File: config.mk
export PLATFORM = sky130hd
export DESIGN_NAME = pkt_hdr_parser
export DESIGN_NICKNAME = d
export VERILOG_FILES = /design/src/rtl/pkt_hdr_pkg.sv /design/src/rtl/pkt_tx_unpack.sv /design/src/rtl/pkt_rx_pack.sv /design/src/rtl/pkt_hdr_parser.sv
export SDC_FILE = /design/constraint.sdc
export NUM_CORES = 1
export LEC_CHECK = 0
export CAP_MARGIN = 10
export CORE_UTILIZATION = 25
export CTS_CLUSTER_DIAMETER = 30
export CTS_CLUSTER_SIZE = 25
export DETAILED_ROUTE_END_ITERATION = 8
export PLACE_DENSITY = 0.43
export SKIP_CTS_REPAIR_TIMING = 1
export SYNTH_ARGS = -nofsm -noshare
export SYNTH_HDL_FRONTEND = slang
export SYNTH_SLANG_ARGS = --single-unit
File: constraint.sdc
create_clock -name clk_i -period 5.05 [get_ports clk_i]
set_input_delay 0.7575 -clock clk_i [delete_from_list [all_inputs] [get_ports clk_i]]
set_output_delay 0.7575 -clock clk_i [all_outputs]
set_load 0.05 [all_outputs]
File: src/rtl/pkt_hdr_pkg.sv
package pkt_hdr_pkg;
  localparam int WORD_W = 32;
  localparam int BYTE_W = 8;
  localparam int ADDR_W = 10;

  localparam int H0_PROTO   = 4;
  localparam int H2_HS      = 22;
  localparam int H2_NCONT   = 21;
  localparam int H2_SBYTE   = 20;
  localparam int H2_READ    = 19;
  localparam int H2_TEN     = 18;
  localparam int H2_IE      = 17;
  localparam int H2_RSTART  = 16;
  localparam int H2_NOEND   = 15;

  typedef enum logic [1:0] {
    END_STOP   = 2'd0,
    END_RSTART = 2'd1,
    END_NONE   = 2'd2
  } end_e;

  typedef enum logic [2:0] {
    ST_H0, ST_H1, ST_H2, ST_CMD, ST_WR, ST_RD, ST_FIN, ST_DRAIN
  } st_e;
endpackage

File: src/rtl/pkt_tx_unpack.sv
module pkt_tx_unpack #(
  parameter int WORD_W = 32,
  parameter int BYTE_W = 8
) (
  input  logic              clk_i,
  input  logic              rst_ni,
  input  logic              load_i,
  input  logic [WORD_W-1:0] word_i,
  input  logic              take_i,
  input  logic              drop_i,
  output logic [BYTE_W-1:0] byte_o,
  output logic              have_o
);
  localparam int LANES = WORD_W / BYTE_W;
  localparam int IDX_W = $clog2(LANES);

  logic [WORD_W-1:0] word_q;
  logic [IDX_W-1:0]  idx_q;
  logic [BYTE_W-1:0] lane [LANES];

  for (genvar g = 0; g < LANES; g++) begin : g_lane
    assign lane[g] = word_q[g*BYTE_W +: BYTE_W];
  end

  assign byte_o = lane[idx_q];

  always_ff @(posedge clk_i or negedge rst_ni) begin
    if (!rst_ni) begin
      word_q <= '0;
      idx_q  <= '0;
      have_o <= 1'b0;
    end else if (drop_i) begin
      have_o <= 1'b0;
    end else if (load_i) begin
      word_q <= word_i;
      idx_q  <= '0;
      have_o <= 1'b1;
    end else if (take_i) begin
      idx_q <= idx_q + 1'b1;
      if (idx_q == IDX_W'(LANES-1)) have_o <= 1'b0;
    end
  end
endmodule

File: src/rtl/pkt_rx_pack.sv
module pkt_rx_pack #(
  parameter int WORD_W = 32,
  parameter int BYTE_W = 8
) (
  input  logic              clk_i,
  input  logic              rst_ni,
  input  logic [BYTE_W-1:0] byte_i,
  input  logic              valid_i,
  input  logic              last_i,
  input  logic              clear_i,
  output logic [WORD_W-1:0] word_o,
  output logic              push_o
);
  localparam int LANES = WORD_W / BYTE_W;
  localparam int IDX_W = $clog2(LANES);

  logic [WORD_W-1:0] acc_q, acc_nxt;
  logic [IDX_W-1:0]  idx_q;

  for (genvar g = 0; g < LANES; g++) begin : g_lane
    assign acc_nxt[g*BYTE_W +: BYTE_W] =
      (valid_i && idx_q == IDX_W'(g)) ? byte_i : acc_q[g*BYTE_W +: BYTE_W];
  end

  always_ff @(posedge clk_i or negedge rst_ni) begin
    if (!rst_ni) begin
      acc_q  <= '0;
      idx_q  <= '0;
      word_o <= '0;
      push_o <= 1'b0;
    end else begin
      push_o <= 1'b0;
      if (clear_i) begin
        acc_q <= '0;
        idx_q <= '0;
      end else if (valid_i) begin
        if (last_i || idx_q == IDX_W'(LANES-1)) begin
          word_o <= acc_nxt;
          push_o <= 1'b1;
          acc_q  <= '0;
          idx_q  <= '0;
        end else begin
          acc_q <= acc_nxt;
          idx_q <= idx_q + 1'b1;
        end
      end
    end
  end
endmodule

File: src/rtl/pkt_hdr_parser.sv
module pkt_hdr_parser
  import pkt_hdr_pkg::*;
#(
  parameter int LEN_W = 12
) (
  input  logic              clk_i,
  input  logic              rst_ni,
  input  logic [31:0]       txf_data_i,
  input  logic              txf_valid_i,
  output logic              txf_ready_o,
  output logic              cmd_valid_o,
  input  logic              cmd_ready_i,
  output logic [9:0]        cmd_addr_o,
  output logic              cmd_ten_bit_o,
  output logic              cmd_read_o,
  output logic              cmd_hs_o,
  output logic              cmd_start_byte_o,
  output logic [1:0]        cmd_end_o,
  output logic [LEN_W:0]    cmd_len_o,
  output logic [7:0]        wr_byte_o,
  output logic              wr_valid_o,
  input  logic              wr_ready_i,
  input  logic [7:0]        rd_byte_i,
  input  logic              rd_valid_i,
  output logic [31:0]       rxf_data_o,
  output logic              rxf_push_o,
  input  logic              nack_i,
  input  logic              end_done_i,
  output logic              done_o,
  output logic              nack_o
);
  localparam int CNT_W  = LEN_W + 1;
  localparam int WCNT_W = LEN_W - 1;

  st_e               st_q;
  logic [LEN_W-1:0]  len_m1_q;
  logic [CNT_W-1:0]  rem_q;
  logic [WCNT_W-1:0] wleft_q, wl_after;
  logic [ADDR_W-1:0] addr_q;
  end_e              end_q;
  logic read_q, ten_q, hs_q, sbyte_q, ie_q, ncont_q;
  logic pop, wr_fire, rd_take, last_byte, abort, have;
  logic unused_hdr;

  assign unused_hdr = ^{txf_data_i[31:23], txf_data_i[14:12]};

  assign txf_ready_o = (st_q == ST_H0) || (st_q == ST_H1) || (st_q == ST_H2) ||
                       (st_q == ST_DRAIN) || (st_q == ST_WR && !have);
  assign pop       = txf_valid_i && txf_ready_o;
  assign wr_valid_o = (st_q == ST_WR) && have;
  assign wr_fire   = wr_valid_o && wr_ready_i;
  assign rd_take   = (st_q == ST_RD) && rd_valid_i;
  assign last_byte = (rem_q == CNT_W'(1));
  assign abort     = nack_i && !ncont_q &&
                     (st_q == ST_WR || st_q == ST_RD || st_q == ST_FIN);
  assign wl_after  = wleft_q - WCNT_W'(pop);

  assign cmd_valid_o      = (st_q == ST_CMD);
  assign cmd_addr_o       = addr_q;
  assign cmd_ten_bit_o    = ten_q;
  assign cmd_read_o       = read_q;
  assign cmd_hs_o         = hs_q;
  assign cmd_start_byte_o = sbyte_q;
  assign cmd_end_o        = end_q;
  assign cmd_len_o        = CNT_W'(len_m1_q) + CNT_W'(1);

  pkt_tx_unpack #(.WORD_W(WORD_W), .BYTE_W(BYTE_W)) u_unpack (
    .clk_i  (clk_i),
    .rst_ni (rst_ni),
    .load_i (pop && st_q == ST_WR),
    .word_i (txf_data_i),
    .take_i (wr_fire),
    .drop_i ((wr_fire && last_byte) || abort),
    .byte_o (wr_byte_o),
    .have_o (have)
  );

  pkt_rx_pack #(.WORD_W(WORD_W), .BYTE_W(BYTE_W)) u_pack (
    .clk_i   (clk_i),
    .rst_ni  (rst_ni),
    .byte_i  (rd_byte_i),
    .valid_i (rd_take && !abort),
    .last_i  (last_byte),
    .clear_i (abort && st_q == ST_RD),
    .word_o  (rxf_data_o),
    .push_o  (rxf_push_o)
  );

  always_ff @(posedge clk_i or negedge rst_ni) begin
    if (!rst_ni) begin
      st_q     <= ST_H0;
      len_m1_q <= '0;
      rem_q    <= '0;
      wleft_q  <= '0;
      addr_q   <= '0;
      end_q    <= END_STOP;
      read_q   <= 1'b0;
      ten_q    <= 1'b0;
      hs_q     <= 1'b0;
      sbyte_q  <= 1'b0;
      ie_q     <= 1'b0;
      ncont_q  <= 1'b0;
      done_o   <= 1'b0;
      nack_o   <= 1'b0;
    end else begin
      done_o <= 1'b0;
      nack_o <= abort;
      if (pop && (st_q == ST_WR || st_q == ST_DRAIN)) wleft_q <= wl_after;
      unique case (st_q)
        ST_H0: if (pop && txf_data_i[H0_PROTO]) st_q <= ST_H1;
        ST_H1: if (pop) begin
          len_m1_q <= txf_data_i[LEN_W-1:0];
          st_q     <= ST_H2;
        end
        ST_H2: if (pop) begin
          ten_q   <= txf_data_i[H2_TEN];
          read_q  <= txf_data_i[H2_READ];
          hs_q    <= txf_data_i[H2_HS];
          sbyte_q <= txf_data_i[H2_SBYTE];
          ie_q    <= txf_data_i[H2_IE];
          ncont_q <= txf_data_i[H2_NCONT];
          addr_q  <= txf_data_i[H2_TEN] ? txf_data_i[ADDR_W-1:0]
                                        : {3'b000, txf_data_i[7:1]};
          // no-end beats repeated start
          end_q   <= txf_data_i[H2_NOEND]  ? END_NONE   :
                     txf_data_i[H2_RSTART] ? END_RSTART : END_STOP;
          st_q    <= ST_CMD;
        end
        ST_CMD: if (cmd_ready_i) begin
          rem_q   <= cmd_len_o;
          wleft_q <= read_q ? '0 : WCNT_W'(len_m1_q >> 2) + WCNT_W'(1);
          st_q    <= read_q ? ST_RD : ST_WR;
        end
        ST_WR: begin
          if (wr_fire) rem_q <= rem_q - 1'b1;
          if (abort)                     st_q <= (wl_after == '0) ? ST_H0 : ST_DRAIN;
          else if (wr_fire && last_byte) st_q <= ST_FIN;
        end
        ST_RD: begin
          if (abort) st_q <= ST_H0;
          else if (rd_take) begin
            rem_q <= rem_q - 1'b1;
            if (last_byte) st_q <= ST_FIN;
          end
        end
        ST_FIN: begin
          if (abort) st_q <= ST_H0;
          else if (end_done_i) begin
            done_o <= ie_q;
            st_q   <= ST_H0;
          end
        end
        ST_DRAIN: if (pop && wleft_q == WCNT_W'(1)) st_q <= ST_H0;
        default: st_q <= ST_H0;
      endcase
    end
  end
endmodule

# Yosys cells after proc, flatten, opt, wreduce, memory -nomap -nowiden
# Index checks and enable logic that the tools add are counted.
word_totals:
  regBits: 161
  in_bits: 48
  output_inout_bits: 75
  elab_cells: 154
classes:
  add_sub_neg: 6
  n_lt_le_gt_ge: 1
  n_eq_ne: 25
  n_mux: 52
  bitwise_logic: 3
  n_reduce_logical: 46
ops:
  columns: ["cell", "count"]
  rows:
  - ["2-to-1 mux 32 bit", 3]
  - ["2-to-1 mux 13 bit", 4]
  - ["2-to-1 mux 8 bit", 6]
  - ["2-to-1 mux 11 bit", 4]
  - ["2-to-1 mux 3 bit", 13]
  - ["one-hot mux 13 bit (3 select lines)", 1]
  - ["one-hot mux 3 bit (8 select lines)", 1]
  - ["logical AND 1 bit", 18]
  - ["binary-select mux 8 bit (select 2 bit)", 1]
  - ["adder 12 x 1 -> 13 bit (second input constant)", 1]
  - ["equality test 13 x 1 -> 1 bit (second input constant)", 1]
  - ["subtractor 13 x 1 -> 13 bit (second input constant)", 1]
  - ["equality test 3 bit (second input constant)", 4]
  - ["2-to-1 mux 1 bit", 12]
  - ["2-to-1 mux 2 bit", 6]
  - ["adder 10 x 1 -> 11 bit (second input constant)", 1]
  - ["equality test 11 x 1 -> 1 bit (second input constant)", 1]
  - ["logical NOT 11 bit", 1]
  - ["subtractor 11 x 1 -> 11 bit", 1]
  - ["2-to-1 mux 10 bit", 1]
  - ["inequality test 2 bit (second input constant)", 5]
  - ["AND reduction 2 bit", 5]
  - ["logical OR 1 bit", 9]
  - ["inequality test 3 bit (second input constant)", 3]
  - ["other kinds (18)", 30]

# Logic depth before layout (Yosys ltp)
logic_depth:
  ltp_word: 11
  ltp_mapped: 12
  mapped_depth_nobuf: 11

# By module
# From an unflattened synthesis, not the netlist that was laid out.
unflattened:
  cells_unflattened: 716
  hier_area_um2: 8205.4
by_module_without_submodules:
  columns: ["mod", "n_inst", "cells_each", "area_each_um2", "seq_area_each_um2"]
  rows:
  - ["pkt_hdr_parser", 1, 386, 3636.0, 1476.4]
  - ["pkt_rx_pack", 1, 240, 2879.0, 1676.6]
  - ["pkt_tx_unpack", 1, 90, 1690.4, 875.8]

# Worst setup path before layout
# OpenSTA, ideal clock, no wires.
synth_path:
  path_kind: "register to register"
  from: "register st_q[0]"
  to: "register st_q[0]"
  setup_time_ns: 0.125
  t_arrival_ns: 2.844
  t_required_ns: 4.925
  path_slack_ns: 2.082
  path_stages_with_launch: 12
  n_path_buf: 1
  period_less_slack_ns: 2.968
  cell_sequence: "dfrtp_1 -> buf_2 -> and3b_1 -> o21ai_2 -> and2_2 -> ha_1 -> nor2b_1 -> xnor2_1 -> a21oi_1 -> o31ai_1 -> o22ai_1 -> mux2_2"
synth_via:
  word_cells_on_any_way: 40
  cone_classes: "add/sub (1); eq/ne (16); mux (5); reduce/logical (18)"
synth_lines:
  columns: ["element", "line", "source"]
  rows:
  - ["start, declared", "pkt_hdr_parser.sv:35", "st_e st_q;"]
  - ["start signal, assigned", "pkt_hdr_parser.sv:132", "st_q <= read_q ? ST_RD : ST_WR;"]
  - ["start signal, assigned", "pkt_hdr_parser.sv:136", "if (abort) st_q <= (wl_after == '0) ? ST_H0 : ST_DRAIN;"]
  - ["equality test 3 x 2 -> 1 bit (*)", null, null]
  - ["net cmd_valid_o", "pkt_hdr_parser.sv:11", "output logic cmd_valid_o,"]
  - ["inequality test 2 x 1 -> 1 bit (no line)", null, null]
  - ["AND reduction 9 bit (no line)", null, null]
# Mark *: on every way through the listed nets, which the timed path passes. The rest lies on a longest branch.
# A chain may end at the register's enable or synchronous reset.

# Worst setup path after layout
layout_path:
  from: "register len_m1_q[2]"
  to: "output port cmd_len_o[10]"
layout_via:
  elab_chain_len: 1
layout_rtl:
  columns: ["element", "line", "source"]
  rows:
  - ["start, declared", "pkt_hdr_parser.sv:36", "logic [LEN_W-1:0] len_m1_q;"]
  - ["start signal, assigned", "pkt_hdr_parser.sv:112", "len_m1_q <= txf_data_i[LEN_W-1:0];"]
  - ["adder 12 x 1 -> 13 bit", "pkt_hdr_parser.sv:65", "assign cmd_len_o = CNT_W'(len_m1_q) + CNT_W'(1);"]
  - ["end, declared", "pkt_hdr_parser.sv:19", "output logic [LEN_W:0] cmd_len_o,"]
# Every way passes these cells.

==> reports/metrics.cfg <==
[synth]
yosys.area.top_type = dfrtp_1
netlist.area_leader.share_pct = 50.63
syn_area_um2 = 7958
syn_inst = 711
ys_ff_latch = 161
ys_top_cells_by_count = dfrtp_1 (161), nand2_1 (101), o21ai_0 (54)
synthArstFlopShare_pct = 100.0
ys_seq_area_share_pct = 50.63
netlist_top_cells_area = dfrtp_1 (51%), mux2_4 (5.7%), mux2i_1 (4.9%), nand2_1 (4.8%), o21ai_0 (3.4%)
synth_edf_count = 0
synth.avg_cell_area_um2 = 11.19
synth_most_common_cell = dfrtp_1
yosysWarnings = 0
synth_cell_type_count = 70
synth_flop_cell = dfrtp_1
syn_nets = 770

[clocking]
clock_path_buffers = 2
clock-sinks = 161
clk_latency_ps = 430
cts_tree = built
cts-buffers-inserted = 17
cts_root_buf = clkbuf_16
h-tree-depth = 4
clkSlewWorstSetupHoldPaths_ps = 70

[detailed_routing]
firstDrtPassIters = 4
wl_met3_mm = 1.367
num_vias = 5697
drt-met1-wl_mm = 10.72
detail-route-antenna-nets = 0
vias_per_cell = 4.624
wl_per_cell_um = 17.72
drc = 0
dr_wl_met2_mm = 9.565
detail_route.iter0.violations = 333
wl_mm = 21.83
top_layer = met5

[grt]
grt_pass1_wl_mm = 35.48
grt_max_degree = 100
grt_pass1_vias = 5808
antenna_found_initial = 2
grt_util_all_layers_pct = 14.05
grt.overflow.total = 0

[setup_path]
critPathRequiredTime_ps = 4290
r2r_start = st_q[1]
start_kind = flip-flop
crit_arrival_ps = 2920
critPathMaxFanout = 6
path_cells = ha_1 -> nand2_1 -> nor3_1 -> and2_1 -> xor2_1 -> clkdlybuf4s50_1
cp-end-kind = output pin
crit_family = buffers and inverters
cp_slowest_cell = clkdlybuf4s50_1
max_stage_delay_ps = 850
reg2reg_slack_ps = 1920
r2r_end = u_pack.word_o[27]
critPathKind = flip-flop to output pin
crit_buf_inv = 1
reg2reg_depth = 7

[sta]
fin_tns_setup_ps = 0
fin_skew_ps = 18.22
max_slew_margin_pct = 28.88
period_share_pct = 72.83
fmax_mhz = 271.9
rsz0062_at_grt = no
slew_violations = 0
setup_viol = 0
worst_pin_slew_ps = 1064
post-route-min-period_ps = 3678
hold_viol_final = 0

[placed_design]
dpl-instance-area_um2 = 9540
routabilityCongestion = 0.7478
placedCellCount = 1200
port_buffers = 122
dp_hpwl_mm = 15.24

[cells_and_area]
area_growth_pct = 27.94
fill_cells = 3155
final_area_um2 = 10180
instances_no_fill = 1232
fin_nets = 882
layout-drive-gt1-share_pct = 14.47
num_antenna_cells = 0

[floorplanning]
pin_count = 123
start_util_pct = 25.68
fp.dieH_um = 180.4
row_count = 64
die_w_um = 180.4
dieArea_um2 = 32550
core_um2 = 30990

[power_and_ir_drop]
p_per_area_nw_per_um2 = 595.6
p_leak_nw = 4.462
ir_drop_v = 0.0002803

[hold_path]
hold_path.class = input port to asynchronous set/reset pin

[job]
max-cap-violations = 0

[run_status]
status = finished, final reports clean

-- cell families (layout without fill, tap and decap cells) --
group / count (synthesis) / in the layout / share of synthesized area [%]
buffers and inverters: 46 / 171 / 2.877
and+or+nand+nor: 223 / 223 / 14.15
muxes: 92 / 92 / 14.95
AOI/OAI and AO/OA: 150 / 150 / 12.58
DFF: 161 / 161 / 50.63
adders and majority gates: 11 / 11 / 1.730
xor gates and xnor gates: 28 / 28 / 3.082
-- cell type report --
cell class	count	area, µm²	area share, %
Sequential cell	161	4029	39.57
Multi-Input combinational cell	504	3711	36.45
Timing Repair Buffer	127	1260	12.38
Tap cell	396	495.5	4.867
Clock buffer	18	429.2	4.215
Clock inverter	14	211.5	2.077
Inverter	12	45.04	0.4424
-- registers in the layout (all words and copies together), names as in the netlist, 3 cells and up --
name / count
wleft_q: 11
rem_q: 13
u_pack.acc_q: 32
st_q: 3
u_pack.word_o: 32
u_unpack.word_q: 32
len_m1_q: 12
cmd_addr_o: 10
-- through the flow --
| step | power, mW | utilization [%] | hold slack, ps | worst slack, ps |
|---|---|---|---|---|
| after floorplan | 3.857 | - | 446.3 | 2082 |
| after global placement | 4.679 | 30.79 | 457.2 | 1838 |
| after detailed placement | 4.671 | 30.79 | 459.3 | 1800 |
| after CTS | 6.157 | 32.85 | 476.2 | 1326 |
| after global routing | 6.442 | 32.85 | 504.2 | 1170 |
| final | 6.064 | 32.85 | 452.3 | 1372 |
-- worst max-delay path by stage --
stage                     cells after the start  slack [ps]       endpoint   startpoint
after floorplan                              11        2080        st_q[0]      st_q[0]
after global placement                        6        1840  cmd_len_o[10]  len_m1_q[2]
after detailed placement                      6        1800  cmd_len_o[10]  len_m1_q[2]
after CTS                                     6        1330  cmd_len_o[10]  len_m1_q[2]
after global routing                          6        1170  cmd_len_o[10]  len_m1_q[2]
final                                         6        1370  cmd_len_o[10]  len_m1_q[2]
-- routing by layer --
metal | vias to the layer above | global-route usage (%)
met5 | - | 0
li1 | 2766 | -
met3 | 14 | 4.163
met1 | 2771 | 20.12
met2 | 144 | 20.50
met4 | 2 | 3.487
-- report_power, final --
group,switching [mW],leakage [nW],internal (mW)
sequential,0.422,2.10,1.65
clock,0.588,0.311,0.848
combinational,1.49,2.05,1.06
-- cell usage in the layout, fill, tap and decap left out, types with 3 or more instances in the layout --
cell type	instances
mux2_2	15
a211oi_1	3
mux4_2	8
nor3_2	3
inv_6	7
clkdlybuf4s50_1	121
o22ai_1	12
bufinv_16	4
nand3_1	15
nor2_2	4
xnor2_1	18
inv_1	12
ha_1	11
clkbuf_16	17
o31ai_1	3
xor2_1	10
dfrtp_1	161
mux2i_1	39
a21oi_1	19
and2_1	4
nor4_1	5
mux2_4	30
nor2_1	32
a22o_1	26
buf_4	5
nor3_1	10
o21ai_0	54
nand2_1	101
nand4_1	4
a22oi_1	4
nor2b_1	12
and3_1	4
nand2b_1	6
No activity file was read; power rests on OpenSTA's default activity.
